===== config.mk =====
export PLATFORM = sky130hd
export DESIGN_NAME = gpio_bank_ctl
export DESIGN_NICKNAME = d
export VERILOG_FILES = /design/src/rtl/gpio_bank_pkg.sv /design/src/rtl/gpio_bank_ctrl.sv /design/src/rtl/gpio_bank_dp.sv /design/src/rtl/gpio_bank_ctl.sv
export SDC_FILE = /design/constraint.sdc
export NUM_CORES = 1
export LEC_CHECK = 0
export ABC_CLOCK_PERIOD_IN_PS = 5600
export BUFFER_PORTS_ARGS = -buffer_cell sky130_fd_sc_hd__buf_2
export CAP_MARGIN = 0
export CORE_UTILIZATION = 40
export CTS_BUF_LIST = sky130_fd_sc_hd__clkbuf_2 sky130_fd_sc_hd__clkbuf_4 sky130_fd_sc_hd__clkbuf_8
export CTS_CLUSTER_DIAMETER = 200
export CTS_CLUSTER_SIZE = 10
export DETAILED_ROUTE_END_ITERATION = 8
export GPL_TIMING_DRIVEN = 0
export HOLD_SLACK_MARGIN = 0.06
export PLACE_DENSITY = 0.67
export SLEW_MARGIN = 20
export SYNTH_ARGS = -nofsm -noshare
export SYNTH_HDL_FRONTEND = slang
export SYNTH_SLANG_ARGS = --single-unit

===== constraint.sdc =====
create_clock -name clk -period 5.6 [get_ports clk]
set_clock_uncertainty 0.1 [all_clocks]
set_input_delay 0 -clock clk [delete_from_list [all_inputs] [get_ports clk]]
set_output_delay 0 -clock clk [all_outputs]
set_load 0.03 [all_outputs]

===== src/rtl/gpio_bank_pkg.sv =====
package gpio_bank_pkg;
  localparam int REG_W   = 32;
  localparam int ADDR_W  = 3;
  localparam int FUNC_W  = 3;
  localparam int DIR_BIT = 4;

  typedef enum logic [ADDR_W-1:0] {
    REG_SEL = 3'd0,
    REG_CFG = 3'd1,
    REG_SET = 3'd2,
    REG_CLR = 3'd3,
    REG_PIN = 3'd4
  } regAddrE;

  typedef struct packed {
    logic selWr;
    logic cfgWr;
    logic setWr;
    logic clrWr;
    logic rdAny;
    logic selRd;
    logic cfgRd;
    logic pinRd;
  } busStrobeT;

  typedef struct packed {
    logic              dir;
    logic [FUNC_W-1:0] func;
  } lineCfgT;
endpackage


===== src/rtl/gpio_bank_ctrl.sv =====
module gpio_bank_ctrl
  import gpio_bank_pkg::*;
(
  input  logic              wrEn,
  input  logic              rdEn,
  input  logic [ADDR_W-1:0] addr,
  output busStrobeT         strobe
);
  always_comb begin
    strobe       = '0;
    strobe.rdAny = rdEn;
    if (wrEn) begin
      case (regAddrE'(addr))
        REG_SEL: strobe.selWr = 1'b1;
        REG_CFG: strobe.cfgWr = 1'b1;
        REG_SET: strobe.setWr = 1'b1;
        REG_CLR: strobe.clrWr = 1'b1;
        default: ;
      endcase
    end
    if (rdEn) begin
      case (regAddrE'(addr))
        REG_SEL: strobe.selRd = 1'b1;
        REG_CFG: strobe.cfgRd = 1'b1;
        REG_PIN: strobe.pinRd = 1'b1;
        default: ;
      endcase
    end
  end
endmodule


===== src/rtl/gpio_bank_dp.sv =====
module gpio_bank_dp
  import gpio_bank_pkg::*;
#(
  parameter int NUM_LINES    = 32,
  parameter bit FUNC_PORT_EN = 1'b1
) (
  input  logic                    clk,
  input  logic                    rstN,
  input  busStrobeT               strobe,
  input  logic [REG_W-1:0]        wrData,
  input  logic [REG_W-1:0]        padIn,
  output logic [REG_W-1:0]        rdData,
  output logic [REG_W-1:0]        padOut,
  output logic [REG_W-1:0]        padOe,
  output logic [REG_W*FUNC_W-1:0] funcSel,
  output logic [REG_W-1:0]        selMask
);
  logic [REG_W-1:0] syncOut;
  lineCfgT          cfgArr [REG_W];
  lineCfgT          firstCfg;
  logic [REG_W-1:0] cfgWord;
  logic [REG_W-1:0] rdNext;

  for (genvar g = 0; g < REG_W; g++) begin : gLine
    if (g < NUM_LINES) begin : gImpl
      logic    selQ, latchQ, syncA, syncB;
      lineCfgT cfgQ;
      always_ff @(posedge clk or negedge rstN) begin
        if (!rstN) begin
          selQ   <= 1'b0;
          latchQ <= 1'b0;
          syncA  <= 1'b0;
          syncB  <= 1'b0;
          cfgQ   <= '0;
        end else begin
          syncA <= padIn[g];
          syncB <= syncA;
          if (strobe.selWr) selQ <= wrData[g];
          if (strobe.cfgWr && selQ) begin
            cfgQ.dir  <= wrData[DIR_BIT];
            cfgQ.func <= wrData[FUNC_W-1:0];
          end
          if (strobe.setWr && wrData[g]) latchQ <= 1'b1;
          else if (strobe.clrWr && wrData[g]) latchQ <= 1'b0;
        end
      end
      assign selMask[g] = selQ;
      assign syncOut[g] = syncB;
      assign cfgArr[g]  = cfgQ;
      assign padOut[g]  = latchQ;
      assign padOe[g]   = cfgQ.dir && (cfgQ.func == '0);
    end else begin : gTie
      assign selMask[g] = 1'b0;
      assign syncOut[g] = 1'b0;
      assign cfgArr[g]  = '0;
      assign padOut[g]  = 1'b0;
      assign padOe[g]   = 1'b0;
    end
    if (FUNC_PORT_EN) begin : gFunc
      assign funcSel[g*FUNC_W +: FUNC_W] = cfgArr[g].func;
    end else begin : gNoFunc
      assign funcSel[g*FUNC_W +: FUNC_W] = '0;
    end
  end

  // Lowest selected line wins: scan from the top so the low index overwrites.
  always_comb begin
    firstCfg = '0;
    for (int i = REG_W - 1; i >= 0; i--) begin
      if (selMask[i]) firstCfg = cfgArr[i];
    end
    cfgWord                = '0;
    cfgWord[FUNC_W-1:0]    = firstCfg.func;
    cfgWord[DIR_BIT]       = firstCfg.dir;
  end

  always_comb begin
    rdNext = '0;
    if (strobe.selRd)      rdNext = selMask;
    else if (strobe.cfgRd) rdNext = cfgWord;
    else if (strobe.pinRd) rdNext = syncOut;
  end

  always_ff @(posedge clk or negedge rstN) begin
    if (!rstN)             rdData <= '0;
    else if (strobe.rdAny) rdData <= rdNext;
  end
endmodule


===== src/rtl/gpio_bank_ctl.sv =====
module gpio_bank_ctl
  import gpio_bank_pkg::*;
#(
  parameter int NUM_LINES    = 32,
  parameter bit FUNC_PORT_EN = 1'b1
) (
  input  logic                    clk,
  input  logic                    rstN,
  input  logic                    wrEn,
  input  logic                    rdEn,
  input  logic [ADDR_W-1:0]       addr,
  input  logic [REG_W-1:0]        wrData,
  output logic [REG_W-1:0]        rdData,
  input  logic [REG_W-1:0]        padIn,
  output logic [REG_W-1:0]        padOut,
  output logic [REG_W-1:0]        padOe,
  output logic [REG_W*FUNC_W-1:0] funcSel
);
  busStrobeT        strobe;
  logic [REG_W-1:0] selMask;

  gpio_bank_ctrl ctrl_i (
    .wrEn   (wrEn),
    .rdEn   (rdEn),
    .addr   (addr),
    .strobe (strobe)
  );

  gpio_bank_dp #(
    .NUM_LINES    (NUM_LINES),
    .FUNC_PORT_EN (FUNC_PORT_EN)
  ) dp_i (
    .clk     (clk),
    .rstN    (rstN),
    .strobe  (strobe),
    .wrData  (wrData),
    .padIn   (padIn),
    .rdData  (rdData),
    .padOut  (padOut),
    .padOe   (padOe),
    .funcSel (funcSel),
    .selMask (selMask)
  );
endmodule


==> out/metrics.yaml, run 1 <==
min_from: "addr[0]"
slew_viol_final: 0
place_congestion: 0.8422
path_max_fanout: 9
use_met1: 0.3209
fin_crit_sh: 0.4518
cts_setup_buffers: 0
die_x_um: 180.4
syn-cell-area_um2: 12730
area_delta_synth_final_pct: 27.04
stdcell_count: 1886
syn_area_per_cell_um2: 11.73
rsz0062_at_grt: "no"
dp_cells: 1745
hold_buffers: 102
fin_crit_ns: 2.530
antenna_left: 0
drv_cap: 0
grt_use_met2: 0.3829
gr-total-overflow: 0
routed_wl_mm: 37.90
outcome: "finished clean"
yosysMostFrequentCell: "dfrtp_1"
start_kind: "register"
synth-warning-count: 0
grt_max_degree: 99
vias: 9865
fin_util: 0.5230
post_cts_resized: 0
tightest_slew_ns: 1.013
rr_worst_depth: 7
min_to: "dp_i.rdData[4]"
synthesis.nets: 1156
final_area_um2: 16170
vdd_drop_max_uv: 279.9
r2r_end: "dp_i.rdData[2]"
p_per_area_nw_per_um2: 414.5
initial_core_util: 0.4117
yosysSeqAreaShare: 0.5663
cts_inserted_buffers: 34
setup_viol: 0
worst_ep_required_time_ns: 5.90
grt_pass1_wl_mm: 58.25
die_area_um2: 32530
ys_seq_elements: 288
synth_area_leader_cell: "dfrtp_1"
hpwl_mm: 26.48
core_um2: 30910
synthArstFlopShare: 1.000
port_buffers: 261
maxSlewHeadroom: 0.3217
ys.flop_type: "dfrtp_1"
drt_iter0_drc: 599
finalPower_uw: 6701
grt_most_used_layer: "met2"
grt_usage: 0.2350
rows: 64
dr.pass1.iters: 5
min_path_type: "input port to register"
cts_max_path_buffers: 3
reg2reg_slack_ns: 3.07
die_h_um: 180.4
final_nets: 1558
drive_gt1_frac: 0.4019
worstSetupPathType: "register to register"
antenna_found_initial: 2
synth.area.top_cells: "dfrtp_1 57%, mux2_2 13%, buf_4 7.6%, nand2_1 3.8%, a221oi_1 2.3%"
wl_per_cell_um: 20.09
htreeDepth: 2
viasPerCell: 5.231
synth_cell_types: 50
post-route-drc-count: 0
synth_edf_count: 0
cts_tree: "yes"
clock-root-buffer: "clkbuf_8"
worst_ep_arrival_time_ns: 2.84
first_global_vias: 9857
syn-instance-count: 1085
cp-end-kind: "register"
max_freq_mhz: 395.2
nFillCells: 2729
synth_top_area_share: 0.5663
power_leakage_uw: 0.007634
clkTransAtPathRegs_ns: 0.07
grt_use_met3: 0.03941
place_area_um2: 14620
boundaryPins: 263
netlist_top_cells_count: "288 x dfrtp_1, 152 x mux2_2, 128 x buf_4, 128 x nand2_1, 66 x nor2_1"
insertion_delay_ns: 0.52
cts.sinks: 288
finalHoldViolCount: 0
r2r-start: "dp_i.gLine[30].gImpl.selQ"
holdPathStages: 5
hold_slack_ns: 0.1310
## logic make-up after synthesis
kind of cell / count (synthesis) / synth area share
DFF: 288 / 0.5663
and+or+nand+nor: 263 / 0.09842
muxes: 156 / 0.1376
buffers and inverters: 196 / 0.09871
AOI/OAI and AO/OA: 182 / 0.09891
## routing by layer
metal / up-vias / routed length (um)
li1: 4515 / -
met5: - / 0
met3: 88 / 2122
met4: 0 / 1125
met2: 365 / 17970
met1: 4897 / 16680
## how the worst max path moves through the flow
stage | startpoint | endpoint | slack, ns | depth (start not counted)
after floorplan | dp_i.gLine[21].gImpl.selQ | dp_i.rdData[4] | 3.48 | 8
after global placement | rstN | dp_i.gLine[20].gImpl.syncB | -0.87 | 1
after detailed placement | dp_i.gLine[30].gImpl.selQ | dp_i.rdData[2] | 3.11 | 7
after CTS | dp_i.gLine[30].gImpl.selQ | dp_i.rdData[2] | 3.10 | 7
after global routing | dp_i.gLine[11].gImpl.selQ | dp_i.rdData[4] | 3.00 | 5
final | dp_i.gLine[30].gImpl.selQ | dp_i.rdData[2] | 3.07 | 7
## metrics by stage
stage / setup WS (ns) / setup TNS, ns
after detailed placement: 3.114 / 0
after floorplan: 3.483 / 0
after CTS: 3.100 / 0
final: 3.070 / 0
after global placement: -0.8691 / -243.92
after global routing: 3.004 / 0
## where the power goes
group | internal (uW) | switching [uW]
sequential | 2500 | 438
combinational | 1060 | 1410
clock | 574 | 717
## flip-flops by register name, indices dropped and copies added (netlist names)
name / flops
dp_i.gLine.gImpl.syncB: 32
dp_i.rdData: 32
dp_i.gLine.gImpl.latchQ: 32
dp_i.funcSel: 96
dp_i.gLine.gImpl.syncA: 32
dp_i.gLine.gImpl.selQ: 32
dp_i.cfgArr: 32
## placed cells by master, fill, tap and decap left out, types with 7 or more instances in the layout
cell type      instances
dfrtp_1              288
buf_2                264
mux2_2               152
nand2_1              128
buf_4                128
dlygate4sd3_1        101
nor2_1                66
o21ai_0               49
clkbuf_1              45
clkbuf_8              36
a221oi_1              33
nor4b_1               31
a21oi_1               22
o22ai_1               19
a22oi_1               19
inv_1                 14
o221ai_1               8
nand2b_1               7
nor3_1                 7
## final cells by class
| cell class | instances | area [um^2] | share of cell area |
|---|---|---|---|
| plain buffers | 182 | 1204 | 0.07445 |
| inverters | 14 | 52.55 | 0.003251 |
| multi-input cells | 601 | 4263 | 0.2637 |
| clock inverters | 1 | 7.507 | 0.0004644 |
| diodes | 2 | 5.005 | 0.0003096 |
| repair buffers | 366 | 2437 | 0.1508 |
| flip-flops and latches | 288 | 7207 | 0.4458 |
| well taps | 396 | 495.5 | 0.03065 |
| clock buffers | 36 | 495.5 | 0.03065 |
## critical path, stage by stage, from the launching register on
cell	delay [ns]
dfrtp_1	0.36
clkbuf_1	0.21
a211o_1	0.31
a21oi_1	0.15
o21ai_0	0.19
a221oi_1	0.57
o211ai_1	0.20
a221o_1	0.35
Note: power is estimated with default switching activity, not from simulation.
==> inputs of run 2 (changes only) <==
--- a/config.mk
+++ b/config.mk
@@ -5,7 +5,7 @@
 export SDC_FILE = /design/constraint.sdc
 export NUM_CORES = 1
 export LEC_CHECK = 0
-export ABC_CLOCK_PERIOD_IN_PS = 5600
+export ABC_CLOCK_PERIOD_IN_PS = 2500
 export BUFFER_PORTS_ARGS = -buffer_cell sky130_fd_sc_hd__buf_2
 export CAP_MARGIN = 0
 export CORE_UTILIZATION = 40
==> constraint.sdc (replaced) <==
create_clock -name clk -period 2.5 [get_ports clk]
set_clock_uncertainty 0.1 [all_clocks]
set_input_delay 0 -clock clk [delete_from_list [all_inputs] [get_ports clk]]
set_output_delay 0 -clock clk [all_outputs]
set_load 0.03 [all_outputs]
==> out/metrics.yaml, run 2 (synthesized netlist as in run 1, its figures left out) <==
outcome: "finished clean"
cts.sinks: 288
holdPathStages: 3
stdcell_count: 1886
finalPower_uw: 15030
clock-root-buffer: "clkbuf_8"
final_cell_mix: "287 x dfrtp_1, 264 x buf_2, 152 x mux2_2"
die_area_um2: 32530
worst_ep_arrival_time_ns: 2.68
fin_crit_sh: 0.9492
cp_common_cell: "nor3_1"
worst_ep_required_time_ns: 2.81
path_max_fanout: 6
max_freq_mhz: 421.4
die_x_um: 180.4
dp_cells: 1745
worstSetupPathType: "register to register"
rsz0062_at_grt: "no"
vdd_drop_max_uv: 625.6
cp-end-kind: "register"
rows: 64
fin_crit_ns: 2.373
finalHoldViolCount: 0
antenna_left: 0
grt_pass1_wl_mm: 58.24
port_buffers: 261
drv_cap: 0
boundaryPins: 263
layout_commonest_cell: "dfrtp_1"
core_um2: 30910
area_delta_synth_final_pct: 27.25
setup_viol: 0
power_leakage_uw: 0.007640
die_h_um: 180.4
place_congestion: 0.8422
wl_per_cell_um: 20.13
insertion_delay_ns: 0.52
first_global_vias: 9856
place_ws_ns: 0.01400
postLayoutSetupSlackWorst_ns: 0.1269
cts_tree: "yes"
clkTransAtPathRegs_ns: 0.08
antenna_found_initial: 2
hpwl_mm: 26.48
tightest_slew_ns: 1.041
viasPerCell: 5.233
largest_reg_flops: 96
vias: 9869
maxSlewHeadroom: 0.3032
start_kind: "register"
cts_inserted_buffers: 34
dr.pass1.iters: 6
final_nets: 1558
routed_wl_mm: 37.96
grt_max_degree: 99
slew_viol_final: 0
htreeDepth: 2
min_path_type: "input port to register"
initial_core_util: 0.4117
crit_chain: "nor3_1 -> a221oi_1 -> a2111oi_0 -> nor3_1 -> a221o_1"
cts_max_path_buffers: 3
drt_iter0_drc: 634
drive_gt1_frac: 0.4046
rr_worst_depth: 5
p_per_area_nw_per_um2: 928.2
slowest_stage: "nor3_1"
gr-total-overflow: 0
slowest_delay_ns: 0.64
post-route-drc-count: 0
grt_usage: 0.2350
[run 2: through the flow]
step | cell area, um^2 | hold WS (ns) | util | setup TNS (ns)
after global placement | 14530 | 0.008217 | 0.4700 | -1136.72
after global routing | 16190 | 0.1531 | 0.5239 | 0
after floorplan | 12730 | -0.3956 | - | 0
after detailed placement | 14620 | -0.1363 | 0.4730 | 0
after CTS | 16170 | 0.09959 | 0.5231 | 0
final | 16190 | 0.1359 | 0.5239 | 0
[run 2: where the power goes]
part	switching [uW]	internal, uW
logic	3170	2380
registers	980	5610
clock network	1610	1290
total	5760	9280
[run 2: layout make-up]
| class | instances | area (um^2) |
|---|---|---|
| fillers | 2724 | 14720 |
| flip-flops and latches | 288 | 7208 |
| multi-input cells | 601 | 4289 |
| repair buffers | 366 | 2437 |
| plain buffers | 182 | 1204 |
| clock buffers | 36 | 495.5 |
| well taps | 396 | 495.5 |
| inverters | 14 | 52.55 |
| clock inverters | 1 | 7.507 |
| diodes | 2 | 5.005 |
[run 2: final timing paths]
kind                                           start                     endpoint  slack, ns
setup / recovery            dp_i.gLine[7].gImpl.selQ               dp_i.rdData[2]       0.13
hold / removal                               addr[0]  dp_i.gLine[20].gImpl.latchQ       0.14
setup reg to reg            dp_i.gLine[7].gImpl.selQ               dp_i.rdData[2]       0.13
hold reg to reg            dp_i.gLine[8].gImpl.syncA    dp_i.gLine[8].gImpl.syncB       0.25
max in group asynchronous                       rstN   dp_i.gLine[15].gImpl.syncA       1.27
min in group asynchronous                       rstN    dp_i.gLine[8].gImpl.syncB       0.53
[run 2: critical path, delay by kind of cell, from the launching register on]
kind / cells / cell delay (ns)
simple gates: 2 / 0.73
flops: 1 / 0.45
compound gates: 3 / 0.99
[run 2: routing by layer]
metal  GRT usage  wire length (um)  part of all wire
met1      0.3209             16620              0.44
met2      0.3829             18130              0.48
met3     0.03941              2174             0.057
met4     0.07282              1037             0.027
met5           0                 0                 0
[run 2: repair_timing]
item | in CTS | in global routing
pin swaps | 0 | 1
resized for setup | 1 | 4
hold endpoints to repair | 413 | 0
setup endpoints to repair | 1 | 1
hold buffers | 102 | 0
buffers inserted | 0 | 0
==> inputs of run 3 (changes only) <==
--- a/config.mk
+++ b/config.mk
@@ -15,7 +15,7 @@
 export DETAILED_ROUTE_END_ITERATION = 8
 export GPL_TIMING_DRIVEN = 0
 export HOLD_SLACK_MARGIN = 0.06
-export PLACE_DENSITY = 0.67
+export PLACE_DENSITY = 0.72
 export SLEW_MARGIN = 20
 export SYNTH_ARGS = -nofsm -noshare
 export SYNTH_HDL_FRONTEND = slang
==> out/metrics.yaml, run 3 (synthesized netlist as in run 1, its figures left out) <==
post-route-drc-count: 0
drive_gt1_frac: 0.4043
p_comb_frac: 0.369
layout_commonest_cell: "dfrtp_1"
clkTransAtPathRegs_ns: 0.08
cts_max_path_buffers: 3
rsz0062_at_grt: "no"
worstSetupPathType: "register to register"
grt_pass1_wl_mm: 59.34
insertion_delay_ns: 0.55
area_delta_synth_final_pct: 27.08
initial_core_util: 0.4117
slowest_stage: "dfrtp_1"
pwr-share-clk: 0.192
worst_ep_arrival_time_ns: 2.76
core_um2: 30910
die_area_um2: 32530
htreeDepth: 2
p_per_area_nw_per_um2: 930.0
grt_max_degree: 83
vdd_drop_max_uv: 612.9
final_nets: 1558
worst-path-buf-inv: 2
power_leakage_uw: 0.007628
place_congestion: 0.8368
fin_util: 0.5232
gr-total-overflow: 0
fin_crit_sh: 0.9560
fin_crit_ns: 2.390
finalHoldViolCount: 0
antenna_found_initial: 0
first_global_vias: 10210
drt_iter0_drc: 635
cts.sinks: 288
grt_usage: 0.2381
max_freq_mhz: 418.4
tightest_slew_ns: 0.9725
cts_tree: "yes"
seq_power_share: 0.439
start_kind: "register"
min_path_type: "input port to register"
crit_chain: "buf_6 -> or3_1 -> buf_2 -> or3_4 -> a211oi_2 -> a221oi_1 -> o31a_1 -> o21bai_2"
wl_per_cell_um: 20.33
outcome: "finished clean"
setup_viol: 0
cts_inserted_buffers: 34
final_cell_mix: "287 x dfrtp_1, 264 x buf_2, 152 x mux2_2"
slew_viol_final: 0
rows: 64
viasPerCell: 5.311
path_max_fanout: 9
largest_reg_flops: 96
clock-root-buffer: "clkbuf_8"
port_buffers: 261
die_x_um: 180.4
boundaryPins: 263
maxSlewHeadroom: 0.3516
slowest_delay_ns: 0.38
swShare: 0.3850
antenna_left: 0
routed_wl_mm: 38.33
critPathTopFamily: "compound AO/OA/AOI/OAI gates"
die_h_um: 180.4
cp-end-kind: "register"
hold_slack_ns: 0.1336
diodes: 0
vias: 10010
dr.pass1.iters: 5
worst_ep_required_time_ns: 2.87
switchingPower_uw: 5790
intPower_uw: 9249
hpwl_mm: 26.86
drv_cap: 0
-- run 3: cell types whose count changed in the layout (fill, tap and decap cells not counted), sizes merged --
cell,change
inv,+1
diode,-2
clkinvlp,+1
dlygate4sd3,+1
buf,-1
clkbuf,-1
-- run 3: through the flow --
stage,setup WS [ns],std cells,power (uW),area [um^2],setup TNS [ns]
2_1_floorplan,0.3833,1085,10310,12730,0
4_1_cts,0.05812,1885,15080,16150,0
5_1_grt,0.002128,1885,15780,16170,0
3_5_place_dp,0.06816,1745,12060,14620,0
3_3_place_gp,-3.974,1742,11920,14530,-1134.78
6_report,0.1101,1885,15040,16170,0
-- run 3: power groups by stage --
stage	Sequential [uW]	Combinational, uW	Clock [uW]
detailed placement	6660	5400	0
global route	6740	5910	3140
CTS	6580	5540	2960
global placement	6620	5300	0
finish	6610	5550	2890
floorplan	6380	3930	0
-- run 3: repair_timing --
item,in CTS,in global routing
hold buffers,102,0
buffers inserted,0,0
hold endpoints to repair,339,0
endpoints found under the setup margin,0,4
gates resized for setup,0,5
-- run 3: worst register-to-register path: stages (launching register included) --
cell,delay (ns)
dfrtp_1,0.38
buf_6,0.14
or3_1,0.33
buf_2,0.16
or3_4,0.34
a211oi_2,0.20
a221oi_1,0.17
o31a_1,0.38
o21bai_2,0.11
-- run 3: layout make-up --
type / count / area [um^2]
fill: 2761 / 14740
multi-input combinational: 601 / 4287
tap: 396 / 495.5
sequential: 288 / 7208
timing repair buffer: 366 / 2420
clock buffer: 35 / 481.7
inverter: 14 / 52.55
clock inverter: 3 / 23.77
buffer: 182 / 1204
-- run 3: path summary, 6_finish.rpt --
| kind | slack [ns] | depth (start not counted) | endpoint | startpoint |
|---|---|---|---|---|
| max reg2reg | 0.11 | 8 | dp_i.rdData[4] | dp_i.gLine[21].gImpl.selQ |
| max | 0.11 | 8 | dp_i.rdData[4] | dp_i.gLine[21].gImpl.selQ |
| min reg2reg | 0.25 | 0 | dp_i.gLine[20].gImpl.syncB | dp_i.gLine[20].gImpl.syncA |
| min | 0.13 | 4 | dp_i.gLine[5].gImpl.selQ | wrData[5] |
| min in group asynchronous | 0.41 | 3 | dp_i.gLine[13].gImpl.latchQ | rstN |
| max in group asynchronous | 0.73 | 5 | dp_i.cfgArr[7] | rstN |
-- run 3: routing by layer --
layer,GRT usage,part of all wire,vias to the layer above
li1,-,-,4502
met1,0.3157,0.43,5016
met2,0.3972,0.48,410
met3,0.03517,0.057,84
met4,0.08581,0.032,0
met5,0,0,-
